--- config.mk ---
export PLATFORM = sky130hd
export DESIGN_NAME = des_state_unit
export DESIGN_NICKNAME = d
export VERILOG_FILES = /design/src/rtl/des_state_pkg.sv /design/src/rtl/des_state_ctrl.sv /design/src/rtl/des_state_dp.sv /design/src/rtl/des_state_unit.sv
export SDC_FILE = /design/constraint.sdc
export NUM_CORES = 1
export LEC_CHECK = 0
export BUFFER_PORTS_ARGS = -buffer_cell sky130_fd_sc_hd__buf_2
export CAP_MARGIN = 15
export CORE_MARGIN = 3
export CORE_UTILIZATION = 40
export CTS_CLUSTER_DIAMETER = 120
export DETAILED_ROUTE_END_ITERATION = 10
export SLEW_MARGIN = 20
export SYNTH_ARGS = -nofsm -noshare
export SYNTH_HDL_FRONTEND = slang
export SYNTH_SLANG_ARGS = --single-unit
--- constraint.sdc ---
create_clock -name clk -period 4.6 [get_ports clk]
set_input_delay 1.15 -clock clk [delete_from_list [all_inputs] [get_ports clk]]
set_output_delay 1.15 -clock clk [all_outputs]
set_load 0.005 [all_outputs]
--- src/rtl/des_state_pkg.sv ---
package des_state_pkg;
  localparam int WORD_W = 32;
  localparam int DATA_W = 2 * WORD_W;
  localparam int HALF_W = 28;
  localparam int KEY_W  = 2 * HALF_W;
  localparam int SUB_W  = 48;
  localparam int OP_W   = 3;

  localparam logic [OP_W-1:0] OP_KEYSET  = 3'd1;
  localparam logic [OP_W-1:0] OP_DATASET = 3'd2;
  localparam logic [OP_W-1:0] OP_DATAGET = 3'd3;
  localparam logic [OP_W-1:0] OP_STEP    = 3'd4;

  // Selection positions, 1-based from the MSB of {C, D}.
  localparam int PC2_SEL [SUB_W] = '{
    14, 17, 11, 24,  1,  5,  3, 28, 15,  6, 21, 10,
    23, 19, 12,  4, 26,  8, 16,  7, 27, 20, 13,  2,
    41, 52, 31, 37, 47, 55, 30, 40, 51, 45, 33, 48,
    44, 49, 39, 56, 34, 53, 46, 42, 50, 36, 29, 32
  };

  typedef struct packed {
    logic keyWr;
    logic dataWr;
    logic readEn;
    logic readHi;
    logic stepEn;
    logic stepTwo;
    logic stepDec;
  } strobe_t;
endpackage

--- src/rtl/des_state_ctrl.sv ---
module des_state_ctrl
  import des_state_pkg::*;
(
  input  logic [OP_W-1:0]   opcode,
  input  logic [WORD_W-1:0] opA,
  output strobe_t           strobe
);
  always_comb begin
    strobe = '0;
    unique case (opcode)
      OP_KEYSET:  strobe.keyWr = 1'b1;
      OP_DATASET: strobe.dataWr = 1'b1;
      OP_DATAGET: begin
        strobe.readEn = 1'b1;
        strobe.readHi = opA[0];
      end
      OP_STEP: begin
        strobe.stepEn  = 1'b1;
        strobe.stepTwo = opA[0];
        strobe.stepDec = opA[1];
      end
      default: strobe = '0;
    endcase
  end
endmodule

--- src/rtl/des_state_dp.sv ---
module des_state_dp
  import des_state_pkg::*;
(
  input  logic              clk,
  input  logic              rstN,
  input  strobe_t           strobe,
  input  logic [WORD_W-1:0] opA,
  input  logic [WORD_W-1:0] opB,
  output logic [WORD_W-1:0] result,
  output logic [SUB_W-1:0]  subkey,
  output logic [HALF_W-1:0] cState,
  output logic [HALF_W-1:0] dState,
  output logic [DATA_W-1:0] dataState
);
  logic [HALF_W-1:0] cReg, dReg, cRot, dRot;
  logic [DATA_W-1:0] dataReg;
  logic [KEY_W-1:0]  selSrc;
  logic [SUB_W-1:0]  selOut;

  function automatic logic [HALF_W-1:0] rotHalf(
    input logic [HALF_W-1:0] v, input logic dec, input logic two);
    logic [HALF_W-1:0] r;
    case ({dec, two})
      2'b00:   r = {v[HALF_W-2:0], v[HALF_W-1]};
      2'b01:   r = {v[HALF_W-3:0], v[HALF_W-1:HALF_W-2]};
      2'b10:   r = {v[0], v[HALF_W-1:1]};
      default: r = {v[1:0], v[HALF_W-1:2]};
    endcase
    return r;
  endfunction

  assign cRot = rotHalf(cReg, strobe.stepDec, strobe.stepTwo);
  assign dRot = rotHalf(dReg, strobe.stepDec, strobe.stepTwo);

  always_ff @(posedge clk) begin
    if (!rstN) begin
      cReg    <= '0;
      dReg    <= '0;
      dataReg <= '0;
    end else begin
      if (strobe.keyWr) begin
        cReg <= opA[HALF_W-1:0];
        dReg <= opB[HALF_W-1:0];
      end else if (strobe.stepEn) begin
        cReg <= cRot;
        dReg <= dRot;
      end
      if (strobe.dataWr) dataReg <= {opA, opB};
    end
  end

  // Decrypt selects before rotating; encrypt selects after.
  assign selSrc = strobe.stepDec ? {cReg, dReg} : {cRot, dRot};

  for (genvar g = 0; g < SUB_W; g++) begin : g_pc2
    assign selOut[SUB_W-1-g] = selSrc[KEY_W - PC2_SEL[g]];
  end

  assign subkey = strobe.stepEn ? selOut : '0;
  assign result = !strobe.readEn ? '0 :
                  (strobe.readHi ? dataReg[DATA_W-1:WORD_W] : dataReg[WORD_W-1:0]);

  assign cState    = cReg;
  assign dState    = dReg;
  assign dataState = dataReg;
endmodule

--- src/rtl/des_state_unit.sv ---
module des_state_unit
  import des_state_pkg::*;
(
  input  logic              clk,
  input  logic              rstN,
  input  logic [OP_W-1:0]   opcode,
  input  logic [WORD_W-1:0] opA,
  input  logic [WORD_W-1:0] opB,
  output logic [WORD_W-1:0] result,
  output logic [SUB_W-1:0]  subkey
);
  strobe_t           strobe;
  logic [HALF_W-1:0] cState, dState;
  logic [DATA_W-1:0] dataState;

  des_state_ctrl u_ctrl (
    .opcode (opcode),
    .opA    (opA),
    .strobe (strobe)
  );

  des_state_dp u_dp (
    .clk       (clk),
    .rstN      (rstN),
    .strobe    (strobe),
    .opA       (opA),
    .opB       (opB),
    .result    (result),
    .subkey    (subkey),
    .cState    (cState),
    .dState    (dState),
    .dataState (dataState)
  );
endmodule

Yosys cells after proc, flatten, opt, wreduce, memory -nomap -nowiden. Cells that the tools add are included.

Equality and inequality tests: 6. Muxes and demuxes: 14. Reductions and logical operators: 2.

Operator list (count): $pmux W28 S3 (2); $mux W28 (4); $mux W32 (2); $mux W56 (1); $mux W48 (1); $eq A3 B2 Y1 const B (2); $eq A3 B1 Y1 const B (1); $eq A3 B3 Y1 const B (1); $mux W3 (1); $eq A2 B1 Y1 const B (1); $eq A2 B2 Y1 const B (1); $logic_not A2 Y1 (1); $mux W1 (2); $mux W2 (1); $reduce_bool A2 Y1 (1).

Bits in registers: 120. Bits of input ports: 69. Output and inout port bits: 80. Logic and storage cells: 25.

Depth between registers and ports, before layout.
Depth after elaboration: 6. Depth in mapped cells: 8. Mapped depth without buffers: 4.

By module. A second synthesis with hierarchy kept.

Cell total of the unflattened synthesis: 890. Area, all modules: 7229.4 µm².

By module, submodules not included: des_state_dp (times used 1, cells each 883, area each 7160.6 µm²); des_state_ctrl (times used 1, cells each 7, area each 68.8 µm²).

Worst setup path after synthesis. No wires, ideal clock.

Path type: input port to output port. Start point: input opcode[1]. End point: output subkey[30]. Arrival: 2477 ps. Slack: 973 ps. Cell stages on the path: 7. Buffers on the path: 5. Path through: buf_2 > or3b_1 > buf_2 > buf_6 > buf_2 > buf_2 > a311oi_1.

Word-level cells in the longest chain between the ends: 6.

Ends and longest elaborated chain: start: declaration (line des_state_unit.sv:6) `input logic [OP_W-1:0] opcode,`; $eq A3 B3 Y1 (*) (line des_state_ctrl.sv:10) `unique case (opcode)`; $mux W3 (*) (line des_state_ctrl.sv:10); $eq A2 B2 Y1 (tied with other cells) (line des_state_dp.sv:23) `case ({dec, two})`; $pmux W28 S3 (line des_state_dp.sv:23); $mux W56 (line des_state_dp.sv:53) `assign selSrc = strobe.stepDec ? {cReg, dReg} : {cRot, dRot};`; $mux W48 (*) (line des_state_dp.sv:59) `assign subkey = strobe.stepEn ? selOut : '0;`; end: declaration (line des_state_unit.sv:10) `output logic [SUB_W-1:0] subkey`.

Every way passes the cells marked *; elsewhere a longest branch is shown, timed or not.

Final worst setup path.
Start point: input opcode[1]. End point: output subkey[7].

The elaborated chain is that of the path after synthesis.

==> impl_metrics.tcl <==
set metrics [dict create \
    status "finished clean" \
    startpoint_type "primary input" \
    hold_viol 0 \
    regArea_sq_um 2400 \
    seq_area_frac_synth_pct 31.3 \
    postPlaceCellArea_sq_um 8510 \
    fmax_mhz 236 \
    synthesis.nets 1119 \
    gp_congestion 0.919 \
    min_period_over_period_pct 92.1 \
    via_count 8542 \
    drive_gt1_share_pct 20.7 \
    hp-class "reg -> reg" \
    synth_async_sr_flop_share_pct 0 \
    rsz0062_at_grt "false" \
    dieArea_sq_um 20900 \
    grt_start_max_net_pins 77 \
    hold_slack_ps 451 \
    postCtsHoldBufs 0 \
    post_cts_resized 0 \
    end_kind "primary output" \
    setup_viol 0 \
    fin_crit_ps 4240 \
    powerDensity_nw_per_um2 320 \
    place_hpwl_microns 19400 \
    wl_per_cell_microns 20.8 \
    firstDrtPassIters 10 \
    h-tree-depth 4 \
    grt_first_pass_wirelength_microns 44200 \
    clockBufferDepth 2 \
    r2r_end "u_dp.cState[15]$_SDFFE_PN0P_" \
    cts_tree "built" \
    synth.distinct_cells 61 \
    rr_startpoint "u_dp.cState[13]$_SDFFE_PN0P_" \
    grtUsageTotal_pct 26.8 \
    ioPinCount 149 \
    max_cap_violations 0 \
    arrival_ps 3090 \
    clock_latency_ps 430 \
    start_util_pct 40.9 \
    root_buffer "clkbuf_16" \
    syn_inst 1050 \
    tightest_slew_ps 993 \
    die_h_microns 144 \
    drt_iter0_markers 897 \
    cts_made_buffers 17 \
    ys.flop_type "dfxtp_1" \
    via_per_inst 6.19 \
    clock_skew_ps 4.61 \
    clock_sinks 120 \
    p_leak_nw 3.52 \
    critical_path_class "in -> out" \
    slew-limit-headroom_pct 33.8 \
    die_w_microns 144 \
    min_to "u_dp.dataState[1]$_SDFFE_PN0N_" \
    tns_ps 0 \
    nNetsFinal 1204 \
    grt_overflow 0 \
    drv_slew 0 \
    diodes 0 \
    synthToLayoutAreaGrowth_pct 18.6 \
    cp.required_ps 3450 \
    portBuffers 148 \
    rows 50 \
    post_cts.repair.setup_buffers 0 \
    whs_path_depth 2 \
    drc_errors 0 \
    synth_edf_count 0 \
    design_area_sq_um 9090 \
    multiInputGateArea_sq_um 4770 \
    syn_area_per_cell_sq_um 7.31 \
    wirelength_microns 28700 \
    ys_ff_latch 120 \
    yosys_warnings 0 \
    r2r_slack_ps 3150 \
    grt_pass1_vias 7549 \
    synth_area_sq_um 7670 \
    antenna_found_initial 0 \
    cts.reportedPaths.clkPinSlew_ps 50 \
    ff2ff_path_depth 3 \
    final_common_cell "nand2_1" \
    fp.coreArea_sq_um 18800 \
    layout_common_cells "nand2_1 (174), a21oi_1 (167), buf_2 (147), dfxtp_1 (120), nor2_1 (96)" \
    ant_nets 0 \
    worstPathMaxFanout 31 \
    fill_cells 1934 \
    max-vdd-ir-drop_mv 0.223 \
    hold_start "u_dp.dataState[1]$_SDFFE_PN0N_" \
]
[where the power goes]
part	leakage (nW)	switching, W	internal [W]	total [W]
clock	0.285	0.000492	0.000847	0.00134
sequential	0.976	0.0000548	0.00108	0.00114
combinational	2.26	0.000274	0.000159	0.000433
[cell type report]
| type | count | area share [%] |
|---|---|---|
| clock inverter | 8 | 1.05 |
| clock buffer | 23 | 5.37 |
| timing repair buffer | 179 | 11.1 |
| inverter | 8 | 0.330 |
| sequential | 120 | 26.4 |
| tap | 234 | 3.22 |
| multi-input combinational | 809 | 52.5 |
[layer usage]
layer,track usage (%),up-vias,share of wire (%),routed length (microns)
li1,-,4038,-,-
met1,41.4,4007,46,13300
met4,6.14,0,1.6,463
met2,37.5,443,42,12100
met5,0,-,0,0
met3,6.18,54,9.9,2840
[synthesized netlist by cell type (all sizes together) (3+ instances only)]
master | number | area (sq um)
nand2 | 175 | 657
nand2b | 7 | 43.8
nand3 | 24 | 120
mux4 | 6 | 135
nor3b | 3 | 27.5
clkbuf | 53 | 199
o2bb2ai | 6 | 52.6
or3 | 4 | 25.0
o32ai | 6 | 52.6
o211a | 3 | 30.0
o2111ai | 4 | 35.0
o31ai | 6 | 45.0
nor2 | 96 | 360
a2bb2oi | 6 | 52.6
mux2i | 41 | 410
o211ai | 9 | 67.6
a221o | 7 | 70.1
a31oi | 6 | 37.5
o22ai | 14 | 87.6
a21oi | 167 | 836
buf | 60 | 297
dfxtp | 120 | 2400
nor3 | 15 | 80.1
a31o | 3 | 26.3
and3 | 12 | 75.1
o21ba | 5 | 50.1
a211oi | 8 | 60.1
a21o | 6 | 45.0
mux2 | 3 | 33.8
nor2b | 8 | 50.1
a311oi | 8 | 70.1
o221ai | 4 | 35.0
nand4 | 20 | 125
a21boi | 5 | 37.5
a22o | 31 | 272
a22oi | 13 | 97.6
o21ai | 35 | 175
a32oi | 20 | 175
inv | 7 | 26.3
[critical path: stages]
cell,delay [ps]
buf_2,290
or3b_2,620
buf_4,300
o21ai_1,110
a311oi_1,410
buf_2,190
[cell families (layout without fill, tap and decap cells)]
family | count (synthesis) | after routing | share of synthesized area (%)
and+or+nand+nor | 374 | 374 | 21.4
AOI/OAI and AO/OA | 385 | 385 | 32.9
DFF | 120 | 120 | 31.3
buffers and inverters | 121 | 218 | 6.85
muxes | 50 | 50 | 7.55
[flip-flops by register name, indices dropped and copies added (netlist names)]
name,flops
u_dp.cState,28
u_dp.dState,28
u_dp.dataState,64
[metrics by stage]
step	std cells	total power (W)	setup slack (ps)	utilization [%]
finish	1381	0.00291	364	48.5
floorplan	1050	0.00142	973	-
CTS	1381	0.00291	440	48.5
global placement	1350	0.00158	501	45.4
global route	1381	0.00301	311	48.5
detailed placement	1350	0.00158	444	45.4
[how the worst max path moves through the flow]
stage                          from         end  slack, ps
after floorplan           opcode[1]  subkey[30]        970
after global placement    opcode[1]   subkey[7]        500
after detailed placement  opcode[1]   subkey[7]        440
after CTS                 opcode[1]   subkey[7]        440
after global routing      opcode[1]   subkey[7]        310
final                     opcode[1]   subkey[7]        360
(Power assumes the default switching activity.)
